<file path="src/rtl/regblk_pkg.sv">
package regblk_pkg;
  typedef enum logic {
    XFER_STORE = 1'b0,
    XFER_LOAD  = 1'b1
  } xfer_dir_e;
endpackage

</file>
<file path="src/rtl/regblk_ctrl.sv">
module regblk_ctrl
  import regblk_pkg::*;
#(
  parameter int NREG  = 16,
  localparam int IDX_W = $clog2(NREG)
) (
  input  logic             clk_i,
  input  logic             rst_ni,
  input  logic             start_i,
  input  xfer_dir_e        dir_i,
  input  logic [IDX_W-1:0] x_i,
  output logic             accept_o,
  output logic             busy_o,
  output logic             done_o,
  output xfer_dir_e        dir_o,
  output logic             issue_o,
  output logic [IDX_W-1:0] issue_idx_o,
  output logic             wb_valid_o,
  output logic [IDX_W-1:0] wb_idx_o
);
  logic             busy_q, done_q, issue_on_q, wb_valid_q;
  xfer_dir_e        dir_q;
  logic [IDX_W-1:0] x_q, cnt_q, wb_idx_q;
  logic             last, done_set;

  assign accept_o = start_i & ~busy_q;
  assign issue_o  = busy_q & issue_on_q;
  // termination: compare index with x before advancing
  assign last     = (cnt_q == x_q);
  assign done_set = busy_q & (((dir_q == XFER_STORE) & issue_o & last) |
                              ((dir_q == XFER_LOAD) & wb_valid_q & ~issue_on_q));

  always_ff @(posedge clk_i or negedge rst_ni) begin
    if (!rst_ni) begin
      busy_q     <= 1'b0;
      done_q     <= 1'b0;
      issue_on_q <= 1'b0;
      wb_valid_q <= 1'b0;
      dir_q      <= XFER_STORE;
      x_q        <= '0;
      cnt_q      <= '0;
      wb_idx_q   <= '0;
    end else begin
      done_q     <= done_set;
      wb_valid_q <= issue_o & (dir_q == XFER_LOAD);
      wb_idx_q   <= cnt_q;
      if (accept_o) begin
        busy_q     <= 1'b1;
        dir_q      <= dir_i;
        x_q        <= x_i;
        cnt_q      <= '0;
        issue_on_q <= 1'b1;
      end else begin
        if (issue_o) begin
          cnt_q <= cnt_q + 1'b1;
          if (last) issue_on_q <= 1'b0;
        end
        if (done_set) busy_q <= 1'b0;
      end
    end
  end

  assign busy_o      = busy_q;
  assign done_o      = done_q;
  assign dir_o       = dir_q;
  assign issue_idx_o = cnt_q;
  assign wb_valid_o  = wb_valid_q;
  assign wb_idx_o    = wb_idx_q;

  AST_DONE_ONE_CYCLE: assert property (@(posedge clk_i) disable iff (!rst_ni)
    done_q |=> !done_q);
  AST_WB_IN_RANGE: assert property (@(posedge clk_i) disable iff (!rst_ni)
    wb_valid_q |-> (wb_idx_q <= x_q));
  AST_ISSUE_IN_RANGE: assert property (@(posedge clk_i) disable iff (!rst_ni)
    issue_o |-> (cnt_q <= x_q));
endmodule

</file>
<file path="src/rtl/regblk_addr.sv">
module regblk_addr #(
  parameter int ADDR_W = 16
) (
  input  logic              clk_i,
  input  logic              rst_ni,
  input  logic              load_i,
  input  logic [ADDR_W-1:0] base_i,
  input  logic              step_i,
  output logic [ADDR_W-1:0] addr_o
);
  logic [ADDR_W-1:0] i_q;

  // full-width increment, carry runs into the upper byte
  always_ff @(posedge clk_i or negedge rst_ni) begin
    if (!rst_ni)     i_q <= '0;
    else if (load_i) i_q <= base_i;
    else if (step_i) i_q <= i_q + 1'b1;
  end

  assign addr_o = i_q;

  AST_HOLD_IDLE: assert property (@(posedge clk_i) disable iff (!rst_ni)
    (!load_i && !step_i) |=> $stable(i_q));
endmodule

</file>
<file path="src/rtl/regblk_port.sv">
module regblk_port
  import regblk_pkg::*;
#(
  parameter int NREG   = 16,
  parameter int DATA_W = 8,
  parameter int ADDR_W = 16,
  localparam int IDX_W = $clog2(NREG)
) (
  input  xfer_dir_e         dir_i,
  input  logic              issue_i,
  input  logic [IDX_W-1:0]  issue_idx_i,
  input  logic              wb_valid_i,
  input  logic [IDX_W-1:0]  wb_idx_i,
  input  logic [ADDR_W-1:0] i_addr_i,
  input  logic [DATA_W-1:0] rf_rdata_i,
  input  logic [DATA_W-1:0] mem_rdata_i,
  output logic [IDX_W-1:0]  rf_idx_o,
  output logic              rf_we_o,
  output logic [DATA_W-1:0] rf_wdata_o,
  output logic [ADDR_W-1:0] mem_addr_o,
  output logic              mem_we_o,
  output logic [DATA_W-1:0] mem_wdata_o,
  output logic              mem_re_o
);
  logic is_load;
  assign is_load = (dir_i == XFER_LOAD);

  always_comb begin
    rf_idx_o    = is_load ? wb_idx_i : issue_idx_i;
    rf_we_o     = wb_valid_i;
    rf_wdata_o  = mem_rdata_i;
    mem_addr_o  = i_addr_i;
    mem_we_o    = issue_i & ~is_load;
    mem_wdata_o = rf_rdata_i;
    mem_re_o    = issue_i & is_load;
  end
endmodule

</file>
<file path="src/rtl/regblk_xfer.sv">
module regblk_xfer
  import regblk_pkg::*;
#(
  parameter int NREG   = 16,
  parameter int DATA_W = 8,
  parameter int ADDR_W = 16,
  localparam int IDX_W = $clog2(NREG)
) (
  input  logic              clk_i,
  input  logic              rst_ni,
  input  logic              start_i,
  input  logic              dir_i,
  input  logic [IDX_W-1:0]  x_i,
  input  logic [ADDR_W-1:0] i_addr_i,
  output logic              busy_o,
  output logic              done_o,
  output logic [ADDR_W-1:0] i_addr_o,
  output logic [IDX_W-1:0]  rf_idx_o,
  output logic              rf_we_o,
  output logic [DATA_W-1:0] rf_wdata_o,
  input  logic [DATA_W-1:0] rf_rdata_i,
  output logic [ADDR_W-1:0] mem_addr_o,
  output logic              mem_we_o,
  output logic [DATA_W-1:0] mem_wdata_o,
  output logic              mem_re_o,
  input  logic [DATA_W-1:0] mem_rdata_i
);
  logic             accept, issue, wb_valid;
  logic [IDX_W-1:0] issue_idx, wb_idx;
  xfer_dir_e        run_dir;

  regblk_ctrl #(.NREG(NREG)) u_ctrl (
    .clk_i      (clk_i),
    .rst_ni     (rst_ni),
    .start_i    (start_i),
    .dir_i      (xfer_dir_e'(dir_i)),
    .x_i        (x_i),
    .accept_o   (accept),
    .busy_o     (busy_o),
    .done_o     (done_o),
    .dir_o      (run_dir),
    .issue_o    (issue),
    .issue_idx_o(issue_idx),
    .wb_valid_o (wb_valid),
    .wb_idx_o   (wb_idx)
  );

  regblk_addr #(.ADDR_W(ADDR_W)) u_addr (
    .clk_i (clk_i),
    .rst_ni(rst_ni),
    .load_i(accept),
    .base_i(i_addr_i),
    .step_i(issue),
    .addr_o(i_addr_o)
  );

  regblk_port #(.NREG(NREG), .DATA_W(DATA_W), .ADDR_W(ADDR_W)) u_port (
    .dir_i      (run_dir),
    .issue_i    (issue),
    .issue_idx_i(issue_idx),
    .wb_valid_i (wb_valid),
    .wb_idx_i   (wb_idx),
    .i_addr_i   (i_addr_o),
    .rf_rdata_i (rf_rdata_i),
    .mem_rdata_i(mem_rdata_i),
    .rf_idx_o   (rf_idx_o),
    .rf_we_o    (rf_we_o),
    .rf_wdata_o (rf_wdata_o),
    .mem_addr_o (mem_addr_o),
    .mem_we_o   (mem_we_o),
    .mem_wdata_o(mem_wdata_o),
    .mem_re_o   (mem_re_o)
  );

  AST_WB_AFTER_READ: assert property (@(posedge clk_i) disable iff (!rst_ni)
    rf_we_o |-> $past(mem_re_o));
  AST_I_ADVANCE: assert property (@(posedge clk_i) disable iff (!rst_ni)
    (mem_we_o || mem_re_o) |=> (i_addr_o == ADDR_W'($past(mem_addr_o) + 1'b1)));
  AST_IDLE_QUIET: assert property (@(posedge clk_i) disable iff (!rst_ni)
    !busy_o |-> !(mem_we_o || mem_re_o || rf_we_o));
  AST_DONE_ON_FALL: assert property (@(posedge clk_i) disable iff (!rst_ni)
    done_o |-> $fell(busy_o));
  AST_NO_START_MIDRUN: assert property (@(posedge clk_i) disable iff (!rst_ni)
    $rose(busy_o) |-> $past(start_i));
  AST_ONE_MEM_ACCESS: assert property (@(posedge clk_i) disable iff (!rst_ni)
    !(mem_we_o && mem_re_o));
endmodule

</file>
<file path="config.mk">
export PLATFORM = sky130hd
export DESIGN_NAME = regblk_xfer
export DESIGN_NICKNAME = d
export VERILOG_FILES = /design/src/rtl/regblk_pkg.sv /design/src/rtl/regblk_ctrl.sv /design/src/rtl/regblk_addr.sv /design/src/rtl/regblk_port.sv /design/src/rtl/regblk_xfer.sv
export SDC_FILE = /design/constraint.sdc
export NUM_CORES = 1
export LEC_CHECK = 0
export BUFFER_PORTS_ARGS = -buffer_cell sky130_fd_sc_hd__buf_2
export CAP_MARGIN = 20
export CORE_ASPECT_RATIO = 1.25
export CORE_MARGIN = 4
export CORE_UTILIZATION = 48
export DETAILED_ROUTE_END_ITERATION = 16
export HOLD_SLACK_MARGIN = 0.08
export PLACE_DENSITY = 0.93
export SYNTH_ARGS = -nofsm -noshare
export SYNTH_HDL_FRONTEND = slang
export SYNTH_SLANG_ARGS = --single-unit
</file>
<file path="constraint.sdc">
create_clock -name clk_i -period 4.3 [get_ports clk_i]
set_input_delay 0.86 -clock clk_i [delete_from_list [all_inputs] [get_ports clk_i]]
set_output_delay 0.86 -clock clk_i [all_outputs]
set_load 0.05 [all_outputs]
</file>
==> flow_summary.json <==
{
  "status": "completed",
  "cp.buffers_inverters": 1,
  "ys_types": 34,
  "port_buffers": 64,
  "r2r_slack_ns": 2.34,
  "dr_total_vias": 1452,
  "synth_cells": 200,
  "synth_commonest_cells": "dfrtp_1 (33), nand2_1 (33), buf_4 (32)",
  "r2r_cells": 4,
  "synth.area.top_cells": "dfrtp_1 (45%), buf_4 (13%), nand2_1 (6.7%)",
  "crit_slowest_cell": "dfrtp_1",
  "critPathMaxStageDelay_ns": 0.47,
  "grt_pass1_wl_um": 6686,
  "antenna_cells": 0,
  "fin_crit_ns": 2.418,
  "fp.dieW_um": 63.52,
  "seq_area_frac_synth_pct": 44.65,
  "hold_start": "u_ctrl.issue_idx_o[3]",
  "ant_nets": 0,
  "grtUsageTotal_pct": 17.35,
  "rsz0062_at_grt": "no",
  "setup_viol": 0,
  "post_drt_wl_per_cell_um": 14.91,
  "clk_latency_ns": 0.28,
  "slew_headroom_pct": 51.95,
  "fp.coreArea_um2": 3603,
  "grt_pass1_vias": 1414,
  "worst_slack_ns": 1.882,
  "cts_buffer_depth": 2,
  "holdWs_ns": 0.4881,
  "h-tree-depth": 2,
  "reg2reg_to": "u_addr.addr_o[13]",
  "die_y_um": 77.40,
  "die_area_um2": 4916,
  "synth_nets": 242,
  "synth_area_um2": 1849,
  "dpl.hpwl_um": 2969,
  "fin_nets": 274,
  "synth_top_area_cell": "dfrtp_1",
  "worst-setup-path-type": "flip-flop to primary output",
  "drive_gt1_share_pct": 34.48,
  "drt_wl_total_um": 4041,
  "hold_depth": 0,
  "cp.arrival_ns": 1.56,
  "drtIter0Drc": 52,
  "max_freq_mhz": 413.6,
  "place_ws_ns": 2.223,
  "slew_violations": 0,
  "reg2reg_from": "u_ctrl.busy_o",
  "cts.sinks": 33,
  "drtPass1Iterations": 4,
  "place_congestion": 0.7351,
  "ios": 97,
  "cts_buffers": 5,
  "tns_ns": 0,
  "root_buffer": "clkbuf_8",
  "async_flop_share_pct": 100.0,
  "cts.clk_slew.worst_paths_ns": 0.06,
  "tightest_slew_ns": 0.7208,
  "cts_resized": 0,
  "path_delay_family": "simple AND/OR/NAND/NOR gates",
  "required_ns": 3.44,
  "fillers": 315,
  "synth_ff_type": "dfrtp_1",
  "drv_cap": 0,
  "setup.worst_path.end_class": "primary output",
  "synth.avg_cell_area_um2": 9.246,
  "grt_max_degree": 34,
  "initial_core_util_pct": 51.32,
  "crit_chain": "nand2_1 > nor2_1 > buf_2",
  "yosys.area.top_type_share_pct": 44.65,
  "synth_warnings": 0,
  "path_max_fanout": 11,
  "routed_via_density": 5.358,
  "synth-edff-count": 0,
  "rows": 24,
  "antenna_found_initial": 0,
  "postCtsSetupRepairBufs": 0,
  "fin_crit_sh_pct": 56.23,
  "hold_buffers": 0,
  "area_delta_synth_final_pct": 10.49,
  "drc": 0,
  "min_path_type": "flip-flop to flip-flop",
  "grt_overflow": 0,
  "skew_ns": 0.003680,
  "cts_tree": "done",
  "min_to": "u_ctrl.wb_idx_o[3]",
  "critPathLaunchType": "flip-flop",
  "synth-seq-cells": 33,
  "hold_violations": 0
}
==> metrics by stage <==
stage                     util, %  instances  area (µm²)
after floorplan                 -        200        1849
after global placement      54.31        264        1957
after detailed placement    54.31        264        1957
after CTS                   56.70        271        2043
after global routing        56.70        271        2043
final                       56.70        271        2043
==> state kept, by name (all words and copies together), names as in the netlist, 4 cells and up <==
register / cells
u_addr.addr_o: 16
u_ctrl.x_q: 4
u_ctrl.issue_idx_o: 4
u_ctrl.wb_idx_o: 4
==> layer usage <==
metal	global-route usage [%]	routed length, µm
met5	0	0
met4	8.423	94
met2	29.89	2076
met3	5.491	311
met1	19.23	1559
==> placed cells by master, fill, tap and decap left out, types with 2 or more instances in the layout <==
master and count:
mux2_2 4, xor2_1 6, ha_1 2, buf_2 64
nand4_1 6, nand3_1 5, a31oi_1 4, mux2i_1 2
dfrtp_1 33, nand3_2 2, nor3_1 4, xnor2_1 7
clkbuf_8 6, o21ai_0 13, nor2_1 13, inv_1 4
a21oi_1 2, nor4_1 5, nand2_1 33
==> logic make-up after synthesis <==
family          after synthesis  share of synthesized area [%]
simple gates                 76                          20.23
buf+inv                      44                          15.49
flops                        33                          44.65
compound gates               26                          8.593
xor+xnor                     13                          6.157
mux                           6                          3.518
fa+ha+maj                     2                          1.353
==> worst reg2reg max path: cells and delay by family, from the launching register on <==
family	cells	cell delay, ns
AO/OA/AOI/OAI	1	0.17
flip-flops	1	0.47
AND/OR/NAND/NOR	3	1.26
==> layout make-up <==
class                   instances  area, µm²  area share (%)
clock buffers                   7      86.33           4.225
well taps                      39      48.80           2.388
multi-input cells             123      739.5           36.19
repair buffers                 65      327.8           16.04
inverters                       4      15.01          0.7348
flip-flops and latches         33      825.8           40.42
==> how the worst max path moves through the flow <==
stage	end	cells after the start	slack, ns	from
floorplan	mem_re_o	3	1.76	u_ctrl.busy_o
global route	mem_re_o	3	1.78	u_ctrl.busy_o
global placement	mem_re_o	3	2.26	u_ctrl.busy_o
detailed placement	mem_re_o	3	2.22	u_ctrl.busy_o
finish	mem_re_o	3	1.88	u_ctrl.busy_o
CTS	mem_re_o	3	1.89	u_ctrl.busy_o
Power is not shown: default switching activity piles up to over one toggle a cycle in this logic, so the estimate is an artifact.
